--- src/rtl/e1_crc4_pkg.sv ---
package e1_crc4_pkg;
  localparam int CRC_W     = 4;
  localparam int CRC_IDX_W = $clog2(CRC_W);
  // x^4 + x + 1 without the leading term
  localparam logic [CRC_W-1:0] CRC_POLY = 4'b0011;

  // one serial division step, message bit enters at the top
  function automatic logic [CRC_W-1:0] crc_step(input logic [CRC_W-1:0] r, input logic b);
    logic fb;
    fb = r[CRC_W-1] ^ b;
    return {r[CRC_W-2:0], 1'b0} ^ (fb ? CRC_POLY : '0);
  endfunction
endpackage

--- src/rtl/e1_smf_timing.sv ---
module e1_smf_timing
  import e1_crc4_pkg::*;
#(
  parameter int FRAME_BITS = 256,
  parameter int SMF_FRAMES = 8,
  parameter int POS_W      = $clog2(FRAME_BITS),
  parameter int OFS_W      = $clog2(SMF_FRAMES)
) (
  input  logic [OFS_W-1:0]     frame,
  input  logic [POS_W-1:0]     pos,
  output logic                 last,
  output logic                 slot,
  output logic [CRC_IDX_W-1:0] slot_idx
);
  logic [OFS_W-1:0] pair;

  always_comb begin
    pair     = frame >> 1;
    last     = (int'(frame) == SMF_FRAMES - 1) && (int'(pos) == FRAME_BITS - 1);
    slot     = (pos == '0) && !frame[0] && (int'(pair) < CRC_W);
    slot_idx = CRC_IDX_W'(pair);
  end
endmodule

--- src/rtl/crc4_engine.sv ---
module crc4_engine
  import e1_crc4_pkg::*;
(
  input  logic             clk,
  input  logic             rst,
  input  logic             vld,
  input  logic             first,
  input  logic             last,
  input  logic             din,
  output logic [CRC_W-1:0] rem_q
);
  logic [CRC_W-1:0] run_q;
  logic [CRC_W-1:0] base;
  logic [CRC_W-1:0] nxt;

  always_comb begin
    base = first ? '0 : run_q;
    nxt  = crc_step(base, din);
  end

  always_ff @(posedge clk) begin
    if (rst) begin
      run_q <= '0;
      rem_q <= '0;
    end else if (vld) begin
      run_q <= nxt;
      if (last) rem_q <= nxt;
    end
  end


  rem_hold_chk: assert property (@(posedge clk) disable iff (rst)
    !(vld && last) |=> $stable(rem_q));


  idle_hold_chk: assert property (@(posedge clk) disable iff (rst)
    !vld |=> $stable(run_q));
endmodule

--- src/rtl/e1_crc_tx_insert.sv ---
module e1_crc_tx_insert
  import e1_crc4_pkg::*;
(
  input  logic                 clk,
  input  logic                 rst,
  input  logic                 vld,
  input  logic                 slot,
  input  logic [CRC_IDX_W-1:0] slot_idx,
  input  logic                 tx_in,
  input  logic [CRC_W-1:0]     crc_rem,
  output logic                 tx_out,
  output logic                 tx_out_vld
);
  logic [CRC_IDX_W-1:0] sel;

  always_comb sel = CRC_IDX_W'(CRC_W - 1) - slot_idx;

  always_ff @(posedge clk) begin
    if (rst) begin
      tx_out     <= 1'b0;
      tx_out_vld <= 1'b0;
    end else begin
      tx_out_vld <= vld;
      if (vld) tx_out <= slot ? crc_rem[sel] : tx_in;
    end
  end


  tx_pass_chk: assert property (@(posedge clk) disable iff (rst)
    (vld && !slot) |=> tx_out == $past(tx_in));


  tx_idle_chk: assert property (@(posedge clk) disable iff (rst)
    !vld |=> !tx_out_vld);
endmodule

--- src/rtl/e1_crc_rx_check.sv ---
module e1_crc_rx_check
  import e1_crc4_pkg::*;
#(
  parameter int CNT_W = 16
) (
  input  logic                 clk,
  input  logic                 rst,
  input  logic                 vld,
  input  logic                 first,
  input  logic                 last,
  input  logic                 slot,
  input  logic [CRC_IDX_W-1:0] slot_idx,
  input  logic                 aligned,
  input  logic                 rx_in,
  input  logic [CRC_W-1:0]     rem_q,
  output logic                 crc_err,
  output logic [CNT_W-1:0]     err_cnt
);
  localparam logic [CNT_W-1:0] CNT_MAX = '1;

  logic [CRC_W-1:0]     cap_q;
  logic                 full_q;
  logic                 valid_q;
  logic                 full_now;
  logic [CRC_IDX_W-1:0] sel;

  always_comb begin
    full_now = first | full_q;
    sel      = CRC_IDX_W'(CRC_W - 1) - slot_idx;
  end

  always_ff @(posedge clk) begin
    if (rst) begin
      cap_q   <= '0;
      full_q  <= 1'b0;
      valid_q <= 1'b0;
      crc_err <= 1'b0;
      err_cnt <= '0;
    end else begin
      crc_err <= 1'b0;
      if (vld) begin
        if (slot) cap_q[sel] <= rx_in;
        if (!aligned) begin
          full_q  <= 1'b0;
          valid_q <= 1'b0;
        end else begin
          if (first) full_q <= 1'b1;
          if (last) begin
            valid_q <= full_now;
            if (valid_q && full_now && (cap_q != rem_q)) begin
              crc_err <= 1'b1;
              if (err_cnt != CNT_MAX) err_cnt <= err_cnt + 1'b1;
            end
          end
        end
      end
    end
  end


  err_pulse_chk: assert property (@(posedge clk) disable iff (rst)
    crc_err |=> !crc_err);


  err_aligned_chk: assert property (@(posedge clk) disable iff (rst)
    crc_err |-> $past(aligned) && $past(vld));


  cnt_sat_chk: assert property (@(posedge clk) disable iff (rst)
    (err_cnt == CNT_MAX) |=> (err_cnt == CNT_MAX));


  cnt_step_chk: assert property (@(posedge clk) disable iff (rst)
    (err_cnt != $past(err_cnt)) |-> crc_err);
endmodule

--- src/rtl/e1_crc4_smf.sv ---
module e1_crc4_smf
  import e1_crc4_pkg::*;
#(
  parameter int FRAME_BITS = 256,
  parameter int SMF_FRAMES = 8,
  parameter int CNT_W      = 16,
  parameter int POS_W      = $clog2(FRAME_BITS),
  parameter int OFS_W      = $clog2(SMF_FRAMES)
) (
  input  logic             clk,
  input  logic             rst,
  input  logic             bit_vld,
  input  logic             smf_start,
  input  logic [OFS_W-1:0] smf_frame,
  input  logic [POS_W-1:0] bit_pos,
  input  logic             mf_aligned,
  input  logic             tx_in,
  input  logic             rx_in,
  output logic             tx_out,
  output logic             tx_out_vld,
  output logic             crc_err,
  output logic [CNT_W-1:0] err_cnt
);
  localparam int N_DIR = 2;  // 0 transmit, 1 receive

  logic                 last;
  logic                 slot;
  logic [CRC_IDX_W-1:0] slot_idx;
  logic [N_DIR-1:0]     raw_bit;
  logic [N_DIR-1:0]     div_bit;
  logic [CRC_W-1:0]     rem [N_DIR];

  e1_smf_timing #(
    .FRAME_BITS(FRAME_BITS), .SMF_FRAMES(SMF_FRAMES), .POS_W(POS_W), .OFS_W(OFS_W)
  ) u_timing (
    .frame(smf_frame), .pos(bit_pos), .last(last), .slot(slot), .slot_idx(slot_idx)
  );

  assign raw_bit = {rx_in, tx_in};

  for (genvar d = 0; d < N_DIR; d++) begin : g_dir
    assign div_bit[d] = slot ? 1'b0 : raw_bit[d];
    crc4_engine u_eng (
      .clk(clk), .rst(rst), .vld(bit_vld), .first(smf_start), .last(last),
      .din(div_bit[d]), .rem_q(rem[d])
    );
  end

  e1_crc_tx_insert u_tx (
    .clk(clk), .rst(rst), .vld(bit_vld), .slot(slot), .slot_idx(slot_idx),
    .tx_in(tx_in), .crc_rem(rem[0]), .tx_out(tx_out), .tx_out_vld(tx_out_vld)
  );

  e1_crc_rx_check #(.CNT_W(CNT_W)) u_rx (
    .clk(clk), .rst(rst), .vld(bit_vld), .first(smf_start), .last(last),
    .slot(slot), .slot_idx(slot_idx), .aligned(mf_aligned), .rx_in(rx_in),
    .rem_q(rem[1]), .crc_err(crc_err), .err_cnt(err_cnt)
  );


  start_pos_chk: assert property (@(posedge clk) disable iff (rst)
    (bit_vld && smf_start) |-> (smf_frame == '0) && (bit_pos == '0));
endmodule

--- config.mk ---
export PLATFORM = sky130hd
export DESIGN_NAME = e1_crc4_smf
export DESIGN_NICKNAME = d
export VERILOG_FILES = /design/src/rtl/e1_crc4_pkg.sv /design/src/rtl/e1_smf_timing.sv /design/src/rtl/crc4_engine.sv /design/src/rtl/e1_crc_tx_insert.sv /design/src/rtl/e1_crc_rx_check.sv /design/src/rtl/e1_crc4_smf.sv
export SDC_FILE = /design/constraint.sdc
export NUM_CORES = 1
export LEC_CHECK = 0
export BUFFER_PORTS_ARGS = -buffer_cell sky130_fd_sc_hd__buf_2
export CAP_MARGIN = 20
export CORE_MARGIN = 2
export CORE_UTILIZATION = 32
export CTS_BUF_LIST = sky130_fd_sc_hd__clkbuf_8
export DETAILED_ROUTE_END_ITERATION = 7
export HOLD_SLACK_MARGIN = 0.02
export PLACE_DENSITY_LB_ADDON = 0.3
export SLEW_MARGIN = 20
export SYNTH_ARGS = -nofsm -noshare
export SYNTH_HDL_FRONTEND = slang
export SYNTH_SLANG_ARGS = --single-unit
export TNS_END_PERCENT = 1
--- constraint.sdc ---
create_clock -name clk -period 2.5 [get_ports clk]
set_input_delay 0.125 -clock clk [delete_from_list [all_inputs] [get_ports clk]]
set_output_delay 0.125 -clock clk [all_outputs]
set_load 0.03 [all_outputs]
### After elaboration in Yosys (flattened, before gate mapping)

Cells that the tools add are included.

| storage, ports and cells | value |
|---|---|
| flip-flop bits (word level) | 41 |
| latch bits | 0 |
| RAM bits | 0 |
| memory bits (read-only) | 0 |
| input port bits | 18 |
| output and inout bits | 19 |
| word-level logic and storage cells | 61 |
| memories kept | 0 |

| cells by class | value |
|---|---|
| $add $sub $neg | 2 |
| multipliers | 0 |
| divide/modulo/power cells | 0 |
| magnitude comparators | 3 |
| equality and inequality tests | 6 |
| shift-type cells | 0 |
| muxes and demuxes | 17 |
| bitwise operators | 8 |
| reductions and logical operators | 14 |

Operator list:

| operator | count |
|---|---|
| $add A16 B1 Y16 const B | 1 |
| $ne A16 B16 Y1 const B | 1 |
| $mux W1 | 10 |
| $eq A8 B1 Y1 const B | 1 |
| $logic_not A8 Y1 | 1 |
| $mux W4 | 2 |
| $reduce_and A2 Y1 | 4 |
| $xor A4 B4 Y4 | 2 |
| $logic_and A1 B1 Y1 | 6 |
| $lt A2 B3 Y1 const B | 2 |
| $reduce_and A5 Y1 | 1 |
| $bwmux W4 | 1 |
| $mux W2 | 2 |
| $ne A4 B4 Y1 | 1 |
| $reduce_or A4 Y1 | 1 |
| $eq A3 B1 Y1 const B | 1 |
| $not A1 Y1 | 3 |
| $bmux W1 S2 | 1 |
| $demux W1 S2 | 1 |
| $ge A2 B1 Y1 const B | 1 |
| $ne A2 B1 Y1 const B | 1 |
| $ne A2 B2 Y1 const B | 1 |
| $sub A2 B2 Y2 const A | 1 |
| $xor A1 B1 Y1 | 2 |
| other kinds (2) | 2 |

### Depth between registers and ports, before layout

| logic depth | value |
|---|---|
| depth in word-level cells | 7 |
| mapped depth | 7 |
| gate-level depth less buffers | 6 |

### Hierarchy

A second synthesis with hierarchy kept.

| unflattened totals | value |
|---|---|
| cells, all modules | 233 |
| area total of the unflattened synthesis | 2087.0 µm² |

By module, submodules not included:

| module | instances | cells an instance | area an instance (µm²) | sequential area each (µm²) |
|---|---|---|---|---|
| e1_crc_rx_check | 1 | 141 | 1244.9 | 460.4 |
| crc4_engine | 2 | 35 | 330.3 | 160.2 |
| e1_crc_tx_insert | 1 | 11 | 105.1 | 40.0 |
| e1_smf_timing | 1 | 9 | 63.8 | 0.0 |
| e1_crc4_smf | 1 | 2 | 12.5 | 0.0 |

### Worst setup path after synthesis

Ideal clock, no wire load.

| timing | value |
|---|---|
| path kind | register -> register |
| start | register u_rx.err_cnt[0] |
| end | register u_rx.err_cnt[1] |
| library setup time | 0.128 ns |
| data arrival time | 1.857 ns |
| required time | 2.372 ns |
| setup slack | 0.516 ns |
| cell stages (with the launch flop) | 8 |
| clock period less this slack | 1.984 ns |
| path through | dfxtp_1 -> ha_1 -> and2_1 -> nand2_1 -> o311ai_2 -> buf_2 -> mux2i_1 -> nor2_1 |

| on the way | value |
|---|---|
| cells in the longest elaborated chain, start to end | 2 |

RTL lines:

| item | line | text |
|---|---|---|
| from (decl) | e1_crc_rx_check.sv:17 | `output logic [CNT_W-1:0] err_cnt` |
| from (signal assigned) | e1_crc_rx_check.sv:52 | `if (err_cnt != CNT_MAX) err_cnt <= err_cnt + 1'b1;` |
| branches (longest 2 deep; another with $add A16 B1 Y16) | n/a |  |

Parallel ways; which one is timed is not known.
A chain may end at the register's enable or synchronous reset.

### Final worst setup path

| timing | value |
|---|---|
| start | register u_rx.err_cnt[4] |
| end | register u_rx.err_cnt[4] |

The elaborated chain is that of the path after synthesis.

==> flow_metrics.env <==
export IMPL_outcome="completed"
export IMPL_crit_path_end_kind="flip-flop"
export IMPL_grt_util_met2_pct=21.05
export IMPL_slew_limit_headroom_pct=48.24
export IMPL_utilization_pct=39.92
export IMPL_drv_slew=0
export IMPL_cts_resized=0
export IMPL_clk_path_buf_depth=2
export IMPL_pwr_share_comb_pct=5.8
export IMPL_initial_core_util_pct=33.11
export IMPL_mostFrequentLayoutCells="41 x dfxtp_1, 36 x buf_2, 26 x nor2_1"
export IMPL_grtUsageMet3_pct=3.478
export IMPL_post_cts_buffers=0
export IMPL_rows=28
export IMPL_synth_edf_count=0
export IMPL_synthMuxAreaShare_pct=9.264
export IMPL_gp_congestion=0.7659
export IMPL_hold_violations=0
export IMPL_start_kind="flip-flop"
export IMPL_drc=0
export IMPL_ys_ff_latch=41
export IMPL_synth_top_family_by_area="simple AND/OR/NAND/NOR gates"
export IMPL_antenna_found_initial=0
export IMPL_firstDrtPassIters=4
export IMPL_post_route_period_util_pct=81.46
export IMPL_dieArea_um2=6806
export IMPL_dpl_hpwl_mm=3.162
export IMPL_overflow=0
export IMPL_cp_max_fo=7
export IMPL_synthDistinctLibCells=38
export IMPL_cts_tree="built"
export IMPL_p_sw_w=0.0002825
export IMPL_hp_start="rx_in"
export IMPL_syn_inst=223
export IMPL_ys_async_sr_fraction_pct=0
export IMPL_rsz0062_at_grt="false"
export IMPL_core_um2=5956
export IMPL_grt_usage_pct=14.00
export IMPL_port_buffers=36
export IMPL_fin_crit_ps=2036
export IMPL_grt_first_pass_wirelength_mm=7.217
export IMPL_syn_area_um2=1972
export IMPL_synthXorXnorAreaFrac_pct=4.886
export IMPL_grt_max_degree=42
export IMPL_power_density_nw_per_um2=576.4
export IMPL_initialDrtViolationCount=115
export IMPL_clk_pin_slew_ps=80
export IMPL_grt_util_met1_pct=19.04
export IMPL_cp_arrival_ps=2190
export IMPL_power_share_clock_pct=45.7
export IMPL_ys_seq_area_share_pct=41.62
export IMPL_synthesis_nets=242
export IMPL_p_int_w=0.001088
export IMPL_holdCritPathClass="input pin to flip-flop"
export IMPL_clock_latency_ps=290
export IMPL_area_growth_syn_to_layout_pct=20.56
export IMPL_top_usage_layer="met2"
export IMPL_cts_buffers=5
export IMPL_seqPwrFrac_pct=48.5
export IMPL_wl_per_cell_um=13.00
export IMPL_yosysWarnings=0
export IMPL_timing_rr_end="u_rx.err_cnt[4]"
export IMPL_fp_dieH_um=82.50
export IMPL_synth_avg_cell_area_um2=8.843
export IMPL_setup_viol=0
export IMPL_nets=280
export IMPL_layout_commonest_cell="dfxtp_1"
export IMPL_antenna_left=0
export IMPL_synth_simple_area_share_pct=26.40
export IMPL_switching_share_pct=20.61
export IMPL_whs_endpoint="u_rx.cap_q[2]"
export IMPL_antennaDiodeCount=0
export IMPL_critPathKind="flip-flop to flip-flop"
export IMPL_skew_ps=7.441
export IMPL_num_vias=1741
export IMPL_cts_sinks=41
export IMPL_h_tree_depth=2
export IMPL_p_leak_nw=0.8523
export IMPL_reg2regPathDepth=6
export IMPL_synth_compound_area_share_pct=14.02
export IMPL_r2r_setup_slack_ps=460
export IMPL_tightest_slew_ps=776.4
export IMPL_fmax_ghz=0.4911
export IMPL_synthAdderAreaFrac_pct=0.6345
export IMPL_routed_wl_mm=4.381
export IMPL_cts_hold_buf=0
export IMPL_cts_root_buf="clkbuf_8"
export IMPL_ir_drop_mv=0.2731
export IMPL_layout_drive_gt1_share_pct=20.61
export IMPL_grt_pass1_vias=1496
export IMPL_required_ps=2650
export IMPL_ios=37
export IMPL_cap_violations=0
export IMPL_finalSetupTns_ps=0
export IMPL_min_path_cells=3
export IMPL_fp_dieW_um=82.50
export IMPL_synth_top_flop_cell="dfxtp_1"
export IMPL_timing_rr_start="u_rx.err_cnt[4]"
export IMPL_routed_via_density=5.166
[layout make-up]
type	instances	area (µm²)
Clock buffer	5	68.82
Clock inverter	3	65.06
Fill cell	643	3578
Inverter	6	22.52
Multi-Input combinational cell	166	1089
Sequential cell	41	820.8
Tap cell	75	93.84
Timing Repair Buffer	41	217.7
[cell families after synthesis]
kind of cell	count (synthesis)
DFF	41
adders and majority gates	1
xor gates and xnor gates	11
and+or+nand+nor	95
AOI/OAI and AO/OA	42
muxes	17
buffers and inverters	16
[power by group through the flow]
stage          sequential [W]  combinational (W)  clock [W]
2_1_floorplan        0.000683          0.0000460          0
3_3_place_gp         0.000680          0.0000792          0
3_5_place_dp         0.000680          0.0000799          0
4_1_cts              0.000665          0.0000800   0.000647
5_1_grt              0.000666          0.0000889   0.000670
6_report             0.000665          0.0000791   0.000627
[routing by layer]
| layer | vias to the layer above | part of all wire, % |
|---|---|---|
| met2 | 35 | 45 |
| met4 | 0 | 1.7 |
| met1 | 802 | 49 |
| li1 | 899 | - |
| met3 | 5 | 4.1 |
| met5 | - | 0 |
[critical path, cell delays in order, from the launching register on]
cell and delay [ps]:
dfxtp_1 420, and4_1 280, nand4_1 270, nor3_1 530, buf_4 220, or4_1 110, a21oi_1 60
[cell usage after synthesis (2+ instances only)]
cell | n | share of area (%)
dfxtp_1 | 41 | 42
nor3b_1 | 2 | 0.76
clkbuf_1 | 7 | 1.3
o31ai_1 | 7 | 2.7
inv_1 | 6 | 1.1
or4_1 | 6 | 2.3
o21ai_1 | 2 | 0.51
nor2b_1 | 10 | 3.2
a41oi_1 | 2 | 0.89
o211ai_1 | 2 | 0.76
nor2_1 | 26 | 4.9
a31oi_1 | 2 | 0.63
nand4_1 | 10 | 3.2
and4_1 | 2 | 0.89
o21ai_0 | 4 | 1.0
nand3_1 | 4 | 1.0
buf_2 | 2 | 0.51
nor4_1 | 3 | 0.95
or3_1 | 8 | 2.5
nand2_1 | 12 | 2.3
a21oi_1 | 15 | 3.8
nor3_1 | 6 | 1.5
a211oi_1 | 5 | 1.9
xnor2_1 | 10 | 4.4
mux2i_1 | 16 | 8.1
[state kept, by name, indices dropped and copies added, names as in the netlist]
register	count
u_rx.valid_q	1
g_dir.u_eng.run_q	8
u_rx.crc_err	1
u_rx.cap_q	4
u_tx.tx_out_vld	1
u_rx.full_q	1
g_dir.u_eng.rem_q	8
u_tx.tx_out	1
u_rx.err_cnt	16
[through the flow]
stage          setup slack, ps  std cells  hold slack [ps]  instance area, µm²   power, W
2_1_floorplan            515.9        223            196.6                1972  0.0007292
3_3_place_gp             467.4        329            419.5                2243  0.0007591
3_5_place_dp             490.7        329            424.8                2243  0.0007599
4_1_cts                  469.5        337            111.0                2377   0.001392
5_1_grt                  163.4        337            138.4                2377   0.001425
6_report                 463.6        337            120.6                2377   0.001370
[worst max-delay path by stage]
stage | start | endpoint | cells after the start
after floorplan | u_rx.err_cnt[0] | u_rx.err_cnt[1] | 7
after global placement | u_rx.err_cnt[3] | u_rx.err_cnt[4] | 6
after detailed placement | u_rx.err_cnt[3] | u_rx.err_cnt[4] | 6
after CTS | u_rx.err_cnt[4] | u_rx.err_cnt[4] | 6
after global routing | u_rx.err_cnt[4] | u_rx.err_cnt[6] | 6
final | u_rx.err_cnt[4] | u_rx.err_cnt[4] | 6
Note: power is estimated with default switching activity, not from simulation.
